`src/rtl/bcr_pkg.sv`:
```
package bcr_pkg;

   typedef enum logic [1:0] {
      ACT_IDLE   = 2'd0,
      ACT_BUSY   = 2'd1,
      ACT_DSTTMO = 2'd2,
      ACT_SRCTMO = 2'd3
   } act_status_e;

   localparam logic [1:0] RES_NONE   = 2'd0;
   localparam logic [1:0] RES_RETRY  = 2'd1;
   localparam logic [1:0] RES_GIVEUP = 2'd2;
   localparam logic [1:0] RES_DONE   = 2'd3;

   typedef enum logic [1:0] {
      S_IDLE,
      S_PUSH,
      S_WAIT,
      S_EXAM
   } ctl_state_e;

endpackage

```
`src/rtl/bcr_stat_ctr.sv`:
```
module bcr_stat_ctr #(
   parameter int W        = 16,
   parameter int IW       = 1,
   parameter bit SATURATE = 1'b0
) (
   input  logic          clk,
   input  logic          rst_n,
   input  logic          inc_en,
   input  logic [IW-1:0] inc_val,
   output logic [W-1:0]  count_o
);

   if (IW > W) begin : g_bad_width
      $error("bcr_stat_ctr: increment wider than counter");
   end

   logic [W-1:0] inc_ext;
   logic [W-1:0] nxt;

   assign inc_ext = W'(inc_val);

   if (SATURATE) begin : g_sat
      logic [W:0] sum_w;
      assign sum_w = {1'b0, count_o} + {1'b0, inc_ext};
      assign nxt   = sum_w[W] ? {W{1'b1}} : sum_w[W-1:0];
   end else begin : g_wrap
      assign nxt = count_o + inc_ext;
   end

   always_ff @(posedge clk) begin
      if (!rst_n)      count_o <= '0;
      else if (inc_en) count_o <= nxt;
   end

endmodule

```
`src/rtl/bcr_fsm.sv`:
```
module bcr_fsm
   import bcr_pkg::*;
#(
   parameter int DEST_TMO_LIMIT = 20,
   parameter int LIM_W          = 8,
   parameter int CYC_W          = 24
) (
   input  logic             clk,
   input  logic             rst_n,
   input  logic             start_i,
   input  logic [1:0]       status_i,
   input  logic             unresp_zero_i,
   input  logic [LIM_W-1:0] retry_limit_i,
   output logic             push_o,
   output logic             exam_o,
   output logic             busy_o,
   output logic             done_o,
   output logic [1:0]       result_o,
   output logic             src_evt_o,
   output logic             dst_evt_o,
   output logic             ok_evt_o,
   output logic [CYC_W-1:0] elapsed_o
);

   localparam int DT_W = $clog2(DEST_TMO_LIMIT + 1);

   if (DEST_TMO_LIMIT < 1) begin : g_bad_limit
      $error("bcr_fsm: DEST_TMO_LIMIT must be at least 1");
   end
   if (CYC_W < 2) begin : g_bad_cyc
      $error("bcr_fsm: CYC_W too small");
   end

   ctl_state_e       state_q, state_d;
   logic [DT_W-1:0]  dt_q;
   logic [LIM_W-1:0] ex_q;
   logic [CYC_W-1:0] cyc_q;
   logic             first_q;
   logic             retried_q;
   logic             dt_full;
   logic             exam_hit;
   act_status_e      st;

   assign st       = act_status_e'(status_i);
   assign dt_full  = (dt_q == DT_W'(DEST_TMO_LIMIT));
   assign exam_hit = ({1'b0, ex_q} + 1'b1) >= {1'b0, retry_limit_i};
   assign busy_o   = (state_q != S_IDLE);
   assign push_o   = (state_q == S_PUSH);
   assign exam_o   = (state_q == S_EXAM);
   assign elapsed_o = cyc_q + 1'b1;

   always_comb begin
      state_d   = state_q;
      done_o    = 1'b0;
      result_o  = RES_NONE;
      src_evt_o = 1'b0;
      dst_evt_o = 1'b0;
      ok_evt_o  = 1'b0;
      unique case (state_q)
         S_IDLE: if (start_i) state_d = S_PUSH;
         S_PUSH: state_d = S_WAIT;
         S_WAIT: begin
            unique case (st)
               ACT_IDLE: begin
                  done_o   = 1'b1;
                  result_o = RES_DONE;
                  ok_evt_o = retried_q;
                  state_d  = S_IDLE;
               end
               ACT_SRCTMO: begin
                  src_evt_o = 1'b1;
                  state_d   = S_PUSH;
               end
               ACT_DSTTMO: if (dt_full) state_d = S_EXAM;
               default: state_d = S_WAIT;
            endcase
         end
         S_EXAM: begin
            if (unresp_zero_i) begin
               dst_evt_o = 1'b1;
               state_d   = S_PUSH;
            end else if (exam_hit) begin
               done_o   = 1'b1;
               result_o = RES_GIVEUP;
               state_d  = S_IDLE;
            end else begin
               state_d = S_WAIT;
            end
         end
         default: state_d = S_IDLE;
      endcase
   end

   always_ff @(posedge clk) begin
      if (!rst_n) begin
         state_q   <= S_IDLE;
         dt_q      <= '0;
         ex_q      <= '0;
         cyc_q     <= '0;
         first_q   <= 1'b0;
         retried_q <= 1'b0;
      end else begin
         state_q <= state_d;
         if (state_q == S_IDLE) begin
            if (start_i) begin
               cyc_q     <= '0;
               first_q   <= 1'b1;
               retried_q <= 1'b0;
            end
         end else begin
            cyc_q <= cyc_q + 1'b1;
         end
         if (push_o) begin
            dt_q    <= '0;
            ex_q    <= '0;
            first_q <= 1'b0;
            if (!first_q) retried_q <= 1'b1;
         end else if (state_q == S_WAIT && st == ACT_DSTTMO) begin
            dt_q <= dt_full ? '0 : dt_q + 1'b1;
         end else if (exam_o && !unresp_zero_i) begin
            ex_q <= ex_q + 1'b1;
         end
      end
   end

   assert_push_single_R2: assert property (@(posedge clk) disable iff (!rst_n)
      push_o |=> !push_o);
   assert_start_push_R2: assert property (@(posedge clk) disable iff (!rst_n)
      (!busy_o && start_i) |=> push_o);
   assert_complete_idle_R3: assert property (@(posedge clk) disable iff (!rst_n)
      (done_o && result_o == RES_DONE) |-> (status_i == 2'd0));
   assert_src_repush_R4: assert property (@(posedge clk) disable iff (!rst_n)
      (state_q == S_WAIT && status_i == 2'd3) |=> push_o);
   assert_exam_after_dtmo_R5: assert property (@(posedge clk) disable iff (!rst_n)
      $rose(exam_o) |-> ($past(status_i) == 2'd2));
   assert_giveup_in_exam_R7: assert property (@(posedge clk) disable iff (!rst_n)
      (done_o && result_o == RES_GIVEUP) |-> (exam_o && !unresp_zero_i));
   assert_done_pulse_R11: assert property (@(posedge clk) disable iff (!rst_n)
      done_o |=> !done_o);
   assert_no_retry_code_R11: assert property (@(posedge clk) disable iff (!rst_n)
      result_o != RES_RETRY);

endmodule

```
`src/rtl/bcast_retry_ctrl.sv`:
```
module bcast_retry_ctrl
   import bcr_pkg::*;
#(
   parameter int DEST_TMO_LIMIT = 20,
   parameter int LIM_W          = 8,
   parameter int UNRESP_W       = 8,
   parameter int STAT_W         = 16,
   parameter int CYC_W          = 24,
   parameter int ACC_W          = 40,
   parameter bit SATURATE       = 1'b0
) (
   input  logic                clk,
   input  logic                rst_n,
   input  logic                start_i,
   input  logic [1:0]          status_i,
   input  logic [UNRESP_W-1:0] unresp_i,
   input  logic [LIM_W-1:0]    retry_limit_i,
   output logic                push_o,
   output logic                exam_req_o,
   output logic                busy_o,
   output logic                done_o,
   output logic [1:0]          result_o,
   output logic [STAT_W-1:0]   src_retries_o,
   output logic [STAT_W-1:0]   dst_retries_o,
   output logic [STAT_W-1:0]   retry_ok_o,
   output logic [ACC_W-1:0]    elapsed_o
);

   if (ACC_W < CYC_W) begin : g_bad_acc
      $error("bcast_retry_ctrl: ACC_W must not be below CYC_W");
   end

   logic             src_evt, dst_evt, ok_evt;
   logic [CYC_W-1:0] op_cycles;

   bcr_fsm #(
      .DEST_TMO_LIMIT (DEST_TMO_LIMIT),
      .LIM_W          (LIM_W),
      .CYC_W          (CYC_W)
   ) u_fsm (
      .clk           (clk),
      .rst_n         (rst_n),
      .start_i       (start_i),
      .status_i      (status_i),
      .unresp_zero_i (unresp_i == '0),
      .retry_limit_i (retry_limit_i),
      .push_o        (push_o),
      .exam_o        (exam_req_o),
      .busy_o        (busy_o),
      .done_o        (done_o),
      .result_o      (result_o),
      .src_evt_o     (src_evt),
      .dst_evt_o     (dst_evt),
      .ok_evt_o      (ok_evt),
      .elapsed_o     (op_cycles)
   );

   logic [2:0]             evt_vec;
   logic [2:0][STAT_W-1:0] cnt_vec;
   assign evt_vec = {ok_evt, dst_evt, src_evt};

   for (genvar k = 0; k < 3; k++) begin : g_evt_ctr
      bcr_stat_ctr #(.W(STAT_W), .IW(1), .SATURATE(SATURATE)) u_ctr (
         .clk     (clk),
         .rst_n   (rst_n),
         .inc_en  (evt_vec[k]),
         .inc_val (1'b1),
         .count_o (cnt_vec[k])
      );
   end

   assign src_retries_o = cnt_vec[0];
   assign dst_retries_o = cnt_vec[1];
   assign retry_ok_o    = cnt_vec[2];

   bcr_stat_ctr #(.W(ACC_W), .IW(CYC_W), .SATURATE(SATURATE)) u_elapsed (
      .clk     (clk),
      .rst_n   (rst_n),
      .inc_en  (done_o),
      .inc_val (op_cycles),
      .count_o (elapsed_o)
   );

   assert_ok_only_on_done_R9: assert property (@(posedge clk) disable iff (!rst_n)
      (retry_ok_o != $past(retry_ok_o)) |-> $past(done_o && result_o == RES_DONE));
   assert_elapsed_on_done_R10: assert property (@(posedge clk) disable iff (!rst_n)
      (elapsed_o != $past(elapsed_o)) |-> $past(done_o));

endmodule

```
`config.mk`:
```
export PLATFORM = sky130hd
export DESIGN_NAME = bcast_retry_ctrl
export DESIGN_NICKNAME = d
export VERILOG_FILES = /design/src/rtl/bcr_pkg.sv /design/src/rtl/bcr_stat_ctr.sv /design/src/rtl/bcr_fsm.sv /design/src/rtl/bcast_retry_ctrl.sv
export SDC_FILE = /design/constraint.sdc
export NUM_CORES = 1
export LEC_CHECK = 0
export BUFFER_PORTS_ARGS = -buffer_cell sky130_fd_sc_hd__buf_4
export CAP_MARGIN = 20
export CORE_ASPECT_RATIO = 0.75
export CORE_UTILIZATION = 53
export DETAILED_ROUTE_END_ITERATION = 16
export GPL_TIMING_DRIVEN = 0
export PLACE_DENSITY = 0.8
export SYNTH_ARGS = -nofsm -noshare
export SYNTH_HDL_FRONTEND = slang
export SYNTH_HIERARCHICAL = 1
export SYNTH_SLANG_ARGS = --single-unit
```
`constraint.sdc`:
```
create_clock -name clk -period 3.5 [get_ports clk]
set_input_delay 0.35 -clock clk [delete_from_list [all_inputs] [get_ports clk]]
set_output_delay 0.35 -clock clk [all_outputs]
set_load 0.01 [all_outputs]
```
==> out/metrics.sh, run 1 <==
WORST-PATH-BUF-INV=1
POST_SYNTH_AND_OR_NAND_NOR_AREA_FRACTION=0.285
FIN_AREA_UM2=10700
DR.PASS1.ITERS=5
HOLD_CLASS='input port to flip-flop'
DRV.MAX_CAP_VIOLATION_COUNT=0
FULL_DIE_AREA_UM2=16300
PLACEMENT.IO_BUFFERS=114
TIMING.FMAX_MHz=291
H_TREE_LVLS=4
GLOBALROUTEOVERFLOWTOTAL=0
SETUP_VIOL_COUNT_FINAL=0
CRITPATHSLOWESTCELL='sky130_fd_sc_hd__or4_1'
FINAL_ANTENNA_NET_COUNT=0
DETAIL_ROUTE.DRC_VIOLATIONS=0
GROUTE.USAGE.OVERALL=0.277
IR_WORST_VDD_mV=0.311
NETLIST_TOP_CELLS_COUNT='sky130_fd_sc_hd__dfxtp_1, sky130_fd_sc_hd__nand2_1, sky130_fd_sc_hd__nand3_1'
MAX-SLEW-MARGIN-REL=0.513
CRIT_REQUIRED_PS=3800
MUXSHAREOFSYNTHAREA=0.0311
P_PER_AREA_nW_PER_UM2=322
SYNTH_SEQ_CELLS=129
WORSTREG2REGSTART='u_fsm/cyc_q[1]'
SETUP.WORST_PATH.START_CLASS='flip-flop'
VIA_COUNT_OF_THE_FIRST_GLOBAL_ROUTING_PASS=7434
FINAL.FILL_COUNT=1220
ROUTE.DETAILED.VIAS_PER_INST=6.05
GRT_BUSIEST_LAYER='met2'
HPWL_UM=16100
WORST-PATH-MAX-FANOUT=7
YOSYS.AREA.TOP_TYPE='sky130_fd_sc_hd__dfxtp_1'
MULTI_INPUT_AREA_UM2=5830
LIST_OF_CELLS_TRAVERSED_BY_THE_CRITICAL_PATH='ha_4 -> nand3_4 -> or3_4 -> nor2_4 -> xnor2_1 -> ha_1 -> buf_4 -> and2_4 -> or3b_4 -> a211o_4 -> and4_4 -> or4_1'
GRTUSAGEMET1=0.397
DIE_WIDTH_UM=147
SYNTH_FF_TYPE='sky130_fd_sc_hd__dfxtp_1'
CRITPATHMAXSTAGEDELAY_PS=500
TIMING.SETUP.CRITICAL_PATH_CLASS='flip-flop to flip-flop'
SLEW_VIOLATIONS=0
WORST_HOLD_SLACK_PS=202
CTSLONGESTPATHBUFFERS=2
CLK_LATENCY_PS=420
FP-ROW-COUNT=39
VIA_COUNT_OF_THE_ROUTED_DESIGN=8337
SYNTH_TOP_FAMILY_BY_AREA='simple AND/OR/NAND/NOR gates'
SYNTH-SEQ-AREA-SHARE=0.309
POST_DRT_WL_PER_CELL_UM=16.6
CTS-HOLD-FIX-BUFFERS=0
COREAREA_UM2=15300
YOSYS.AREA_SHARE.XOR_XNOR=0.0733
DESIGN.PORTCOUNT=115
PLACE_AREA_UM2=9510
SYNTH.YOSYS.WARNINGS=6
ASR_FLOP_RATIO_SYNTH=0
SYNTHESIS.AREA_UM2=8370
TRITONCTS='yes'
POSTROUTEWIRELENGTH_UM=22900
GP_CONGESTION=0.947
LAYOUT.AREA.SEQ_UM2=2610
FINAL-HOLD-VIOLATION-COUNT=0
ITERATION_0_DRC_COUNT_OF_THE_DETAILED_ROUTER=788
MET2_GRT_UTIL=0.403
TOTAL_LEAKAGE_POWER_uW=0.00437
YOSYS.AREA_SHARE.ADDER=0.0757
STATUS='completed'
YOSYSMOSTFREQUENTCELL='sky130_fd_sc_hd__dfxtp_1'
CRITPATHCAPTURETYPE='flip-flop'
NETLIST.AREA_LEADER.SHARE=0.309
MIN_PERIOD_OVER_PERIOD=0.982
SYNTHCELLS=1005
CP.ARRIVAL_PS=3740
AREA_GROWTH_SYN_TO_LAYOUT_PCT=27.5
CTS_MADE_BUFFERS=17
WORST_SLEW_PIN_SLEW_PS=725
YS_TYPES=84
ANTENNA-DIODE-COUNT=0
YS_TOP_CELLS_BY_AREA='sky130_fd_sc_hd__dfxtp_1, sky130_fd_sc_hd__ha_1, sky130_fd_sc_hd__xnor2_1'
WORST_HOLD_STARTPOINT='start_i'
FP.DIEH_UM=111
CTS.SINKS=129
CTS_ROOT_BUF='sky130_fd_sc_hd__clkbuf_16'
DRIVE_GT1_FRAC=0.246
FIN_SKEW_PS=8.60
CP-STARTPOINT='u_fsm/cyc_q[1]'
CLK_TRANSITION_REPORTED_PATHS_PS=60
FINAL_NETS=1231
SYNTH_EDF_COUNT=0
SYNTH.AVG_CELL_AREA_UM2=8.33
TMIN_FINAL_PS=3440
FIN_TNS_SETUP_PS=0
GRT_FIRST_PASS_WIRELENGTH_UM=36600
GRT_MAX_DEGREE=32
FLOORPLAN.INITIALDENSITY=0.546
GR-USAGE-MET3=0.0827
ANTENNA_FOUND_INITIAL=0
SYNTH_COMPOUND_AREA_FRAC=0.187
TIMING.CRITICAL_PATH.MAX_DELAY_FAMILY='simple AND/OR/NAND/NOR gates'
==> worst min-delay path: stages <==
cell	delay, ps
sky130_fd_sc_hd__buf_4	100
sky130_fd_sc_hd__a21oi_1	60
sky130_fd_sc_hd__nor2_1	70
==> where the power goes <==
part           leakage [uW]  internal [uW]  switching [uW]
Combinational       0.00306           94.8             148
Clock              0.000265            987             707
Sequential          0.00105           1480            18.0
Total               0.00437           2560             873
==> cell usage in the layout (no fill, tap or decap), types with 6 or more instances in the layout <==
| master | n |
|---|---|
| sky130_fd_sc_hd__xor2_1 | 21 |
| sky130_fd_sc_hd__a21boi_0 | 7 |
| sky130_fd_sc_hd__nor4_1 | 17 |
| sky130_fd_sc_hd__mux2i_1 | 26 |
| sky130_fd_sc_hd__a31oi_1 | 13 |
| sky130_fd_sc_hd__nand4_1 | 28 |
| sky130_fd_sc_hd__nor3_1 | 15 |
| sky130_fd_sc_hd__and2_1 | 40 |
| sky130_fd_sc_hd__a211oi_1 | 7 |
| sky130_fd_sc_hd__buf_4 | 137 |
| sky130_fd_sc_hd__conb_1 | 6 |
| sky130_fd_sc_hd__or4_1 | 10 |
| sky130_fd_sc_hd__nand2b_1 | 11 |
| sky130_fd_sc_hd__and4_1 | 7 |
| sky130_fd_sc_hd__ha_1 | 42 |
| sky130_fd_sc_hd__xnor2_1 | 48 |
| sky130_fd_sc_hd__dfxtp_2 | 10 |
| sky130_fd_sc_hd__nor2_1 | 45 |
| sky130_fd_sc_hd__a21boi_1 | 7 |
| sky130_fd_sc_hd__o21a_1 | 9 |
| sky130_fd_sc_hd__o21ai_0 | 43 |
| sky130_fd_sc_hd__clkbuf_1 | 18 |
| sky130_fd_sc_hd__o31ai_1 | 15 |
| sky130_fd_sc_hd__nand2_1 | 85 |
| sky130_fd_sc_hd__and3_1 | 12 |
| sky130_fd_sc_hd__dfxtp_1 | 114 |
| sky130_fd_sc_hd__inv_1 | 30 |
| sky130_fd_sc_hd__buf_2 | 7 |
| sky130_fd_sc_hd__clkbuf_16 | 17 |
| sky130_fd_sc_hd__o211ai_1 | 12 |
| sky130_fd_sc_hd__a21oi_1 | 51 |
| sky130_fd_sc_hd__nor2b_1 | 14 |
| sky130_fd_sc_hd__a21o_1 | 13 |
| sky130_fd_sc_hd__or3_1 | 22 |
| sky130_fd_sc_hd__nand4_4 | 6 |
| sky130_fd_sc_hd__nand3_1 | 52 |
==> what timing repair did <==
| action | CTS | global route |
|---|---|---|
| pin swaps | 9 | 23 |
| setup endpoints to repair | 42 | 38 |
| gates resized for setup | 44 | 72 |
| buffers inserted | 8 | 14 |
==> registers in the layout, summed over array words and instances, names as in the netlist <==
register and count:
u_fsm/dt_q 5, u_elapsed/count_o 40, u_fsm/state_q 2, u_fsm/first_q 1, u_fsm/ex_q 8, u_fsm/retried_q 1, u_fsm/cyc_q 24, g_evt_ctr.u_ctr/count_o 48
==> worst paths after layout <==
| kind | to | slack [ps] | cells past startpoint |
|---|---|---|---|
| setup / recovery | u_elapsed/count_o[29] | 60 | 12 |
| hold reg to reg | u_elapsed/count_o[39] | 470 | 2 |
| setup reg to reg | u_elapsed/count_o[29] | 60 | 12 |
| hold / removal | u_fsm/first_q | 200 | 3 |
==> metal layers <==
metal	up-vias	wire length, um
li1	4004	-
met1	3935	10500
met2	350	9890
met3	48	2180
met4	0	333
met5	-	0
==> metrics by stage <==
| stage | worst slack [ps] | instances | util | power [uW] |
|---|---|---|---|---|
| after floorplan | -30.2 | 1010 | - | 1670 |
| after global placement | -736 | 1329 | 0.621 | 1750 |
| after detailed placement | -775 | 1329 | 0.621 | 1760 |
| after CTS | -5.70 | 1368 | 0.674 | 3460 |
| after global routing | -143 | 1378 | 0.696 | 3580 |
| final | 61.9 | 1378 | 0.696 | 3440 |
==> cell type report <==
class | count | share of cell area
clock inverters | 14 | 0.0126
multi-input cells | 802 | 0.547
well taps | 205 | 0.0241
repair buffers | 136 | 0.0988
flip-flops and latches | 129 | 0.245
clock buffers | 18 | 0.0402
inverters | 35 | 0.0123
plain buffers | 39 | 0.0198
==> cell families after synthesis <==
logic type	after synthesis
adder cells (fa/ha/maj)	50
other	1
XOR/XNOR	70
multiplexers	26
flip-flops	129
AND/OR/NAND/NOR	414
AO/OA/AOI/OAI	236
buffers and inverters	79
Note: power is estimated with default switching activity, not from simulation.
==> run 2: changes to the inputs <==
--- a/config.mk
+++ b/config.mk
@@ -8,11 +8,10 @@
 export BUFFER_PORTS_ARGS = -buffer_cell sky130_fd_sc_hd__buf_4
 export CAP_MARGIN = 20
 export CORE_ASPECT_RATIO = 0.75
-export CORE_UTILIZATION = 53
+export CORE_UTILIZATION = 52
 export DETAILED_ROUTE_END_ITERATION = 16
 export GPL_TIMING_DRIVEN = 0
 export PLACE_DENSITY = 0.8
 export SYNTH_ARGS = -nofsm -noshare
 export SYNTH_HDL_FRONTEND = slang
-export SYNTH_HIERARCHICAL = 1
 export SYNTH_SLANG_ARGS = --single-unit
==> run 2 against run 1 <==
Effect of this change:
- power grew 7.5%
- sequential share of layout area grew 2.3 points
- setup slack lost 11 ps
- utilization is essentially flat
- die area shrank 8.1%
- sequential power is essentially flat
- maximum frequency shrank 0.33%
==> out/metrics.sh, run 2 <==
TMIN_FINAL_PS=3450  # +11.4 ps
HPWL_UM=14600  # -9.3%
CTS_MADE_BUFFERS=17  # unchanged
POST_LAYOUT_NONFILLER_INSTANCES=1297  # -5.9%
NUMBER_OF_NETS_PRODUCED_BY_SYNTHESIS=1007
TRITONCTS='yes'
CTS-HOLD-FIX-BUFFERS=0  # unchanged
CLK_TRANSITION_REPORTED_PATHS_PS=60  # about the same
SYNTH_FF_TYPE='sky130_fd_sc_hd__dfxtp_1'
P_PER_AREA_nW_PER_UM2=381  # +18%
DR.PASS1.ITERS=5  # unchanged
LAYOUT.AREA.SEQ_UM2=2600  # -0.53%
SLEW_VIOLATIONS=0  # unchanged
CRITPATHCAPTURETYPE='flip-flop'
LARGEST_REG_FLOPS=48  # unchanged
PLACED_CELLS_INCL_TAPS=1245  # -6.3%
VIA_COUNT_OF_THE_ROUTED_DESIGN=7258  # -13%
FULL_DIE_AREA_UM2=15000  # -8.1%
DRV.MAX_CAP_VIOLATION_COUNT=0  # unchanged
YOSYS.AREA.TOP_TYPE='sky130_fd_sc_hd__dfxtp_1'
ROUTE.DETAILED.VIAS_PER_INST=5.60  # -7.5%
GP_CONGESTION=0.962  # +1.6%
TIMING.SETUP.CRITICAL_PATH_CLASS='flip-flop to flip-flop'
REGS_BY_FF_COUNT='g_evt_ctr.u_ctr.count_o (48), u_elapsed.count_o (40), u_fsm.cyc_q (24)'
WORST_HOLD_SLACK_PS=178  # -24.7 ps
GROUTE.USAGE.OVERALL=0.269  # -0.00819
SYNTH.AVG_CELL_AREA_UM2=8.05  # -3.3%
CTS.SINKS=129  # unchanged
GLOBALROUTEOVERFLOWTOTAL=0  # unchanged
CLK_LATENCY_PS=430  # about the same
SYNTHCELLS=936  # -6.9%
FINAL-HOLD-VIOLATION-COUNT=0  # unchanged
PLACE_WS_PS=-561  # +214 ps
TOP_REGISTER='g_evt_ctr.u_ctr.count_o'
CTSLONGESTPATHBUFFERS=2  # unchanged
GRT_MAX_DEGREE=17  # -47%
MULTI_INPUT_AREA_UM2=4910  # -16%
NETLIST.AREA_LEADER.SHARE=0.343  # +0.0340
YS_TOP_CELLS_BY_AREA='sky130_fd_sc_hd__dfxtp_1, sky130_fd_sc_hd__ha_1, sky130_fd_sc_hd__xor2_1'
TOTAL_LEAKAGE_POWER_uW=0.00424  # -3.0%
FLOORPLAN.INITIALDENSITY=0.541  # -0.00525
IR_WORST_VDD_mV=0.327  # +4.8%
FINAL.FILL_COUNT=1120  # -8.2%
TIMING.FMAX_MHz=290  # -0.33%
DIE_WIDTH_UM=141  # -4.1%
YOSYSMOSTFREQUENTCELL='sky130_fd_sc_hd__dfxtp_1'
ANTENNA-DIODE-COUNT=0  # unchanged
FINAL.SETUP.WORST_SLACK_PS=50.5  # -11.4 ps
DETAIL_ROUTE.DRC_VIOLATIONS=0  # unchanged
MOSTFREQUENTLAYOUTCELL='sky130_fd_sc_hd__buf_4'
CP.ARRIVAL_PS=3800  # +60 ps
TOTALPOWERFINAL_uW=3690  # +7.5%
STATUS='completed'
FIN_TNS_SETUP_PS=0  # unchanged
MIN_PERIOD_OVER_PERIOD=0.986  # +0.00326
R2R_SETUP_SLACK_PS=50  # about the same
WORST_SLEW_PIN_SLEW_PS=745  # +19.9 ps
SYNTH_EDF_COUNT=0  # unchanged
HOLD_CLASS='input port to flip-flop'
SETUP.WORST_PATH.START_CLASS='flip-flop'
DESIGN.PORTCOUNT=115  # unchanged
VIA_COUNT_OF_THE_FIRST_GLOBAL_ROUTING_PASS=6483  # -13%
CRIT_REQUIRED_PS=3850  # +50 ps
FP.DIEH_UM=106  # -4.1%
RSZ0062_AT_GRT='yes'
POST_DRT_WL_PER_CELL_UM=15.8  # -4.8%
ANTENNA_FOUND_INITIAL=0  # unchanged
AREA_GROWTH_SYN_TO_LAYOUT_PCT=28.7
FP-ROW-COUNT=37  # -5.1%
WORST-PATH-MAX-FANOUT=7  # unchanged
FIN_SKEW_PS=8.53  # -0.0747 ps
PLACEMENT.IO_BUFFERS=114  # unchanged
SYNTH-SEQ-AREA-SHARE=0.343  # +0.0340
POSTROUTEWIRELENGTH_UM=20500  # -10%
GRT_FIRST_PASS_WIRELENGTH_UM=31700  # -13%
FINAL_ANTENNA_NET_COUNT=0  # unchanged
ITERATION_0_DRC_COUNT_OF_THE_DETAILED_ROUTER=548  # -30%
NETLIST_TOP_CELLS_COUNT='sky130_fd_sc_hd__dfxtp_1, sky130_fd_sc_hd__nor2_1, sky130_fd_sc_hd__nand2_1'
YS_TYPES=66  # -21%
ASR_FLOP_RATIO_SYNTH=0  # unchanged
MAX-SLEW-MARGIN-REL=0.504  # -0.00952
FINAL_NETS=1161  # -5.7%
CTS_ROOT_BUF='sky130_fd_sc_hd__clkbuf_16'
SYNTHESIS.AREA_UM2=7540  # -9.9%
LAYOUT_COMMON_CELLS='sky130_fd_sc_hd__buf_4, sky130_fd_sc_hd__dfxtp_1, sky130_fd_sc_hd__nor2_1'
SYNTH_SEQ_CELLS=129  # unchanged
SYNTH.YOSYS.WARNINGS=0  # -6
DRIVE_GT1_FRAC=0.223  # -0.0231
H_TREE_LVLS=4  # unchanged
COREAREA_UM2=13900  # -9.1%
SETUP_VIOL_COUNT_FINAL=0  # unchanged
run 2: through the flow:
stage,cell area [um2],utilization
floorplan,7540,-
global placement,8640,0.620
detailed placement,8640,0.620
CTS,9330,0.669
global route,9700,0.696
finish,9700,0.696
run 2: report_power, final:
group,internal [uW],leakage (uW),switching (uW),total (uW)
clock network,1220,0.000299,667,1890
registers,1490,0.00104,17.4,1500
logic,102,0.00290,201,302
total,2810,0.00424,885,3690
run 2: area by class of cell:
class                   count  area share
inverters                  28      0.0110
plain buffers              34      0.0165
clock inverters            10      0.0164
well taps                 195      0.0252
repair buffers            139       0.110
flip-flops and latches    129       0.268
clock buffers              21      0.0475
multi-input cells         741       0.506
run 2: cells by family (layout without fill, tap and decap cells):
logic type | Yosys count | in the layout | synth area share
buffers and inverters | 66 | 232 | 0.0360
AO/OA/AOI/OAI | 200 | 200 | 0.165
adder cells (fa/ha/maj) | 50 | 50 | 0.0840
XOR/XNOR | 98 | 98 | 0.114
flip-flops | 129 | 129 | 0.343
multiplexers | 8 | 8 | 0.0106
AND/OR/NAND/NOR | 385 | 385 | 0.248
run 2: timing repair:
item / CTS / global route
setup endpoints to repair: 23 / 21
setup buffers: 3 / 23
pin swaps: 7 / 25
resized for setup: 20 / 55
run 2: critical path, stage by stage (launching register included):
cell and delay [ps]:
sky130_fd_sc_hd__dfxtp_4 370, sky130_fd_sc_hd__ha_1 190, sky130_fd_sc_hd__and3_4 250, sky130_fd_sc_hd__nand2_2 80, sky130_fd_sc_hd__nor2_4 180, sky130_fd_sc_hd__nand3_1 110, sky130_fd_sc_hd__xnor2_1 170, sky130_fd_sc_hd__ha_1 380
sky130_fd_sc_hd__buf_4 150, sky130_fd_sc_hd__nand2_1 60, sky130_fd_sc_hd__o21ai_2 180, sky130_fd_sc_hd__a21oi_1 120, sky130_fd_sc_hd__o21ai_2 240, sky130_fd_sc_hd__o31ai_4 110, sky130_fd_sc_hd__buf_6 140, sky130_fd_sc_hd__or4_1 500
sky130_fd_sc_hd__a21oi_1 140
run 2: worst paths after layout:
| check | from | end | cells past startpoint |
|---|---|---|---|
| setup / recovery | u_fsm.cyc_q[0] | u_elapsed.count_o[39] | 16 |
| hold reg to reg | u_fsm.first_q | u_fsm.first_q | 2 |
| hold / removal | start_i | u_fsm.first_q | 3 |
| setup reg to reg | u_fsm.cyc_q[0] | u_elapsed.count_o[39] | 16 |
run 2: per-layer routing:
layer  global-route usage  wire (um)
met1                0.379       9790
met2                0.403       8980
met3               0.0617       1420
met4               0.0877        308
met5                    0          0
==> run 3: changes to the inputs <==
--- a/config.mk
+++ b/config.mk
@@ -11,7 +11,7 @@
 export CORE_UTILIZATION = 52
 export DETAILED_ROUTE_END_ITERATION = 16
 export GPL_TIMING_DRIVEN = 0
-export PLACE_DENSITY = 0.8
+export PLACE_DENSITY_LB_ADDON = 0.3
 export SYNTH_ARGS = -nofsm -noshare
 export SYNTH_HDL_FRONTEND = slang
 export SYNTH_SLANG_ARGS = --single-unit
==> run 3 against run 2 <==
Effect of this change:
- cell area up 0.13%
- sequential cell count is the same
- register-to-register slack better by 30 ps
- combinational power about the same
- critical path type unchanged
- largest cell class unchanged
==> out/metrics.sh, run 3 (synthesis results as in run 2) <==
STATUS='completed'
VIA_COUNT_OF_THE_FIRST_GLOBAL_ROUTING_PASS=6535  # +0.80%
COREAREA_UM2=13900  # unchanged
HPWL_UM=14500  # -0.44%
MIN_PERIOD_OVER_PERIOD=0.976  # -0.00959
PLACEMENT.IO_BUFFERS=114  # unchanged
SWITCHING_POWER_uW=886  # +0.11%
IR_WORST_VDD_mV=0.348  # +6.6%
WORST-PATH-MAX-FANOUT=7  # unchanged
CRITPATHCAPTURETYPE='flip-flop'
PLACED_CELLS_INCL_TAPS=1245  # unchanged
HOLD_CLASS='input port to flip-flop'
TIMING.FMAX_MHz=293  # +0.98%
LARGEST_REG_FLOPS=48  # unchanged
PLACE_WS_PS=-675  # -114 ps
CTS_ROOT_BUF='sky130_fd_sc_hd__clkbuf_16'
FINAL.FILL_COUNT=1105  # -1.3%
FP-ROW-COUNT=37  # unchanged
SETUP_VIOL_COUNT_FINAL=0  # unchanged
FINAL_NETS=1156  # -0.43%
ANTENNA-DIODE-COUNT=0  # unchanged
GRT_FIRST_PASS_WIRELENGTH_UM=31800  # +0.11%
CP.ARRIVAL_PS=3760  # -40 ps
WORST_SLEW_PIN_SLEW_PS=726  # -18.1 ps
CLOCK_POWER_FRAC=0.502  # -0.009
VIA_COUNT_OF_THE_ROUTED_DESIGN=7261  # +0.041%
LAYOUT_COMMON_CELLS='sky130_fd_sc_hd__buf_4, sky130_fd_sc_hd__dfxtp_1, sky130_fd_sc_hd__nor2_1'
TMIN_FINAL_PS=3420  # -33.6 ps
POST_LAYOUT_NONFILLER_INSTANCES=1293  # -0.31%
FIN_SKEW_PS=11.5  # +3.01 ps
GLOBALROUTEOVERFLOWTOTAL=0  # unchanged
DETAIL_ROUTE.DRC_VIOLATIONS=0  # unchanged
TOTAL_LEAKAGE_POWER_uW=0.00422  # -0.42%
MAX-SLEW-MARGIN-REL=0.516  # +0.0121
FP.DIEH_UM=106  # unchanged
WORST_HOLD_SLACK_PS=199  # +20.9 ps
MOSTFREQUENTLAYOUTCELL='sky130_fd_sc_hd__buf_4'
DRIVE_GT1_FRAC=0.224  # +0.000813
ITERATION_0_DRC_COUNT_OF_THE_DETAILED_ROUTER=528  # -3.6%
GRT_MAX_DEGREE=17  # unchanged
ANTENNA_FOUND_INITIAL=0  # unchanged
CTSLONGESTPATHBUFFERS=2  # unchanged
ROUTE.DETAILED.VIAS_PER_INST=5.62  # +0.35%
SWITCHING_SHARE=0.244  # +0.00444
POST_DRT_WL_PER_CELL_UM=15.7  # -0.56%
FINAL_ANTENNA_NET_COUNT=0  # unchanged
DESIGN.PORTCOUNT=115  # unchanged
CELL_INTERNAL_PWR_uW=2740  # -2.3%
GROUTE.USAGE.OVERALL=0.270  # +0.00162
P_SEQ_FRAC=0.414  # +0.007
DRV.MAX_CAP_VIOLATION_COUNT=0  # unchanged
CLK_LATENCY_PS=430  # about the same
CRIT_REQUIRED_PS=3850  # about the same
P_PER_AREA_nW_PER_UM2=374  # -1.8%
GP_CONGESTION=0.893  # -7.2%
H_TREE_LVLS=4  # unchanged
DR.PASS1.ITERS=5  # unchanged
COMBPWRFRAC=0.084  # +0.002
CTS_MADE_BUFFERS=17  # unchanged
FINAL.SETUP.WORST_SLACK_PS=84.1  # +33.6 ps
REGS_BY_FF_COUNT='g_evt_ctr.u_ctr.count_o (48), u_elapsed.count_o (40), u_fsm.cyc_q (24)'
FLOORPLAN.INITIALDENSITY=0.541  # unchanged
CLK_TRANSITION_REPORTED_PATHS_PS=60  # about the same
TIMING.SETUP.CRITICAL_PATH_CLASS='flip-flop to flip-flop'
R2R_SETUP_SLACK_PS=80  # +30 ps
FULL_DIE_AREA_UM2=15000  # unchanged
SETUP.WORST_PATH.START_CLASS='flip-flop'
TOP_REGISTER='g_evt_ctr.u_ctr.count_o'
FINAL-HOLD-VIOLATION-COUNT=0  # unchanged
AREA_GROWTH_SYN_TO_LAYOUT_PCT=28.9
SLEW_VIOLATIONS=0  # unchanged
TRITONCTS='yes'
CTS.SINKS=129  # unchanged
DIE_WIDTH_UM=141  # unchanged
POSTROUTEWIRELENGTH_UM=20300  # -0.86%
[run 3: cell count changes in the layout (fill, tap and decap cells not counted), sizes merged]
cell	previous run	this run
clkbuf	46	48
clkinvlp	2	3
bufinv	4	2
buf	148	143
[run 3: final cells by class]
type | instances | area (um2) | share of cell area
Sequential cell | 129 | 2600 | 0.267
Buffer | 34 | 156 | 0.0161
Multi-Input combinational cell | 741 | 4990 | 0.514
Clock buffer | 23 | 508 | 0.0523
Timing Repair Buffer | 134 | 1010 | 0.104
Tap cell | 195 | 244 | 0.0251
Clock inverter | 9 | 103 | 0.0106
Inverter | 28 | 106 | 0.0110
[run 3: layer usage]
layer / track usage / wire (um) / vias up
met2: 0.420 / 9250 / 218
met3: 0.0486 / 1070 / 27
li1: - / - / 3556
met1: 0.378 / 9730 / 3460
met5: 0 / 0 / -
met4: 0.0893 / 281 / 0
[run 3: metrics by stage]
stage | instance area, um2 | total power [uW] | utilization | TNS [ps]
floorplan | 7540 | 1710 | - | 0
global placement | 8640 | 1820 | 0.620 | -6670
detailed placement | 8640 | 1820 | 0.620 | -7850
CTS | 9350 | 3640 | 0.671 | 0
global route | 9710 | 3750 | 0.697 | -437
finish | 9710 | 3630 | 0.697 | 0
[run 3: path summary, 6_finish.rpt]
path,from,to,depth (start not counted)
worst min register to register,u_fsm.first_q,u_fsm.first_q,2
worst min-delay path,start_i,u_fsm.first_q,3
worst max register to register,u_fsm.cyc_q[7],u_elapsed.count_o[38],16
worst max-delay path,u_fsm.cyc_q[7],u_elapsed.count_o[38],16
[run 3: critical path: stages, from the launching register on]
cell	delay (ps)
sky130_fd_sc_hd__dfxtp_1	440
sky130_fd_sc_hd__and3_4	240
sky130_fd_sc_hd__nand3_2	140
sky130_fd_sc_hd__nor2_4	220
sky130_fd_sc_hd__buf_4	150
sky130_fd_sc_hd__nand3_1	150
sky130_fd_sc_hd__xnor2_2	210
sky130_fd_sc_hd__buf_4	160
sky130_fd_sc_hd__ha_4	310
sky130_fd_sc_hd__nand4_1	130
sky130_fd_sc_hd__o211ai_1	150
sky130_fd_sc_hd__o311ai_0	160
sky130_fd_sc_hd__a31oi_1	200
sky130_fd_sc_hd__o21ai_2	70
sky130_fd_sc_hd__buf_4	160
sky130_fd_sc_hd__or3_1	310
sky130_fd_sc_hd__a21oi_1	150
[run 3: power groups by stage]
stage               combinational [uW]  clock [uW]  sequential, uW
floorplan                          180           0            1530
finish                             304        1820            1500
global placement                   286           0            1530
global route                       335        1910            1510
detailed placement                 291           0            1530
CTS                                295        1840            1500
[run 3: timing repair]
action	CTS	global route
hold buffers	0	0
endpoints found under the hold margin	0	0
endpoints found under the setup margin	22	21
gates resized for setup	23	56
pin swaps	5	24
setup buffers	5	15
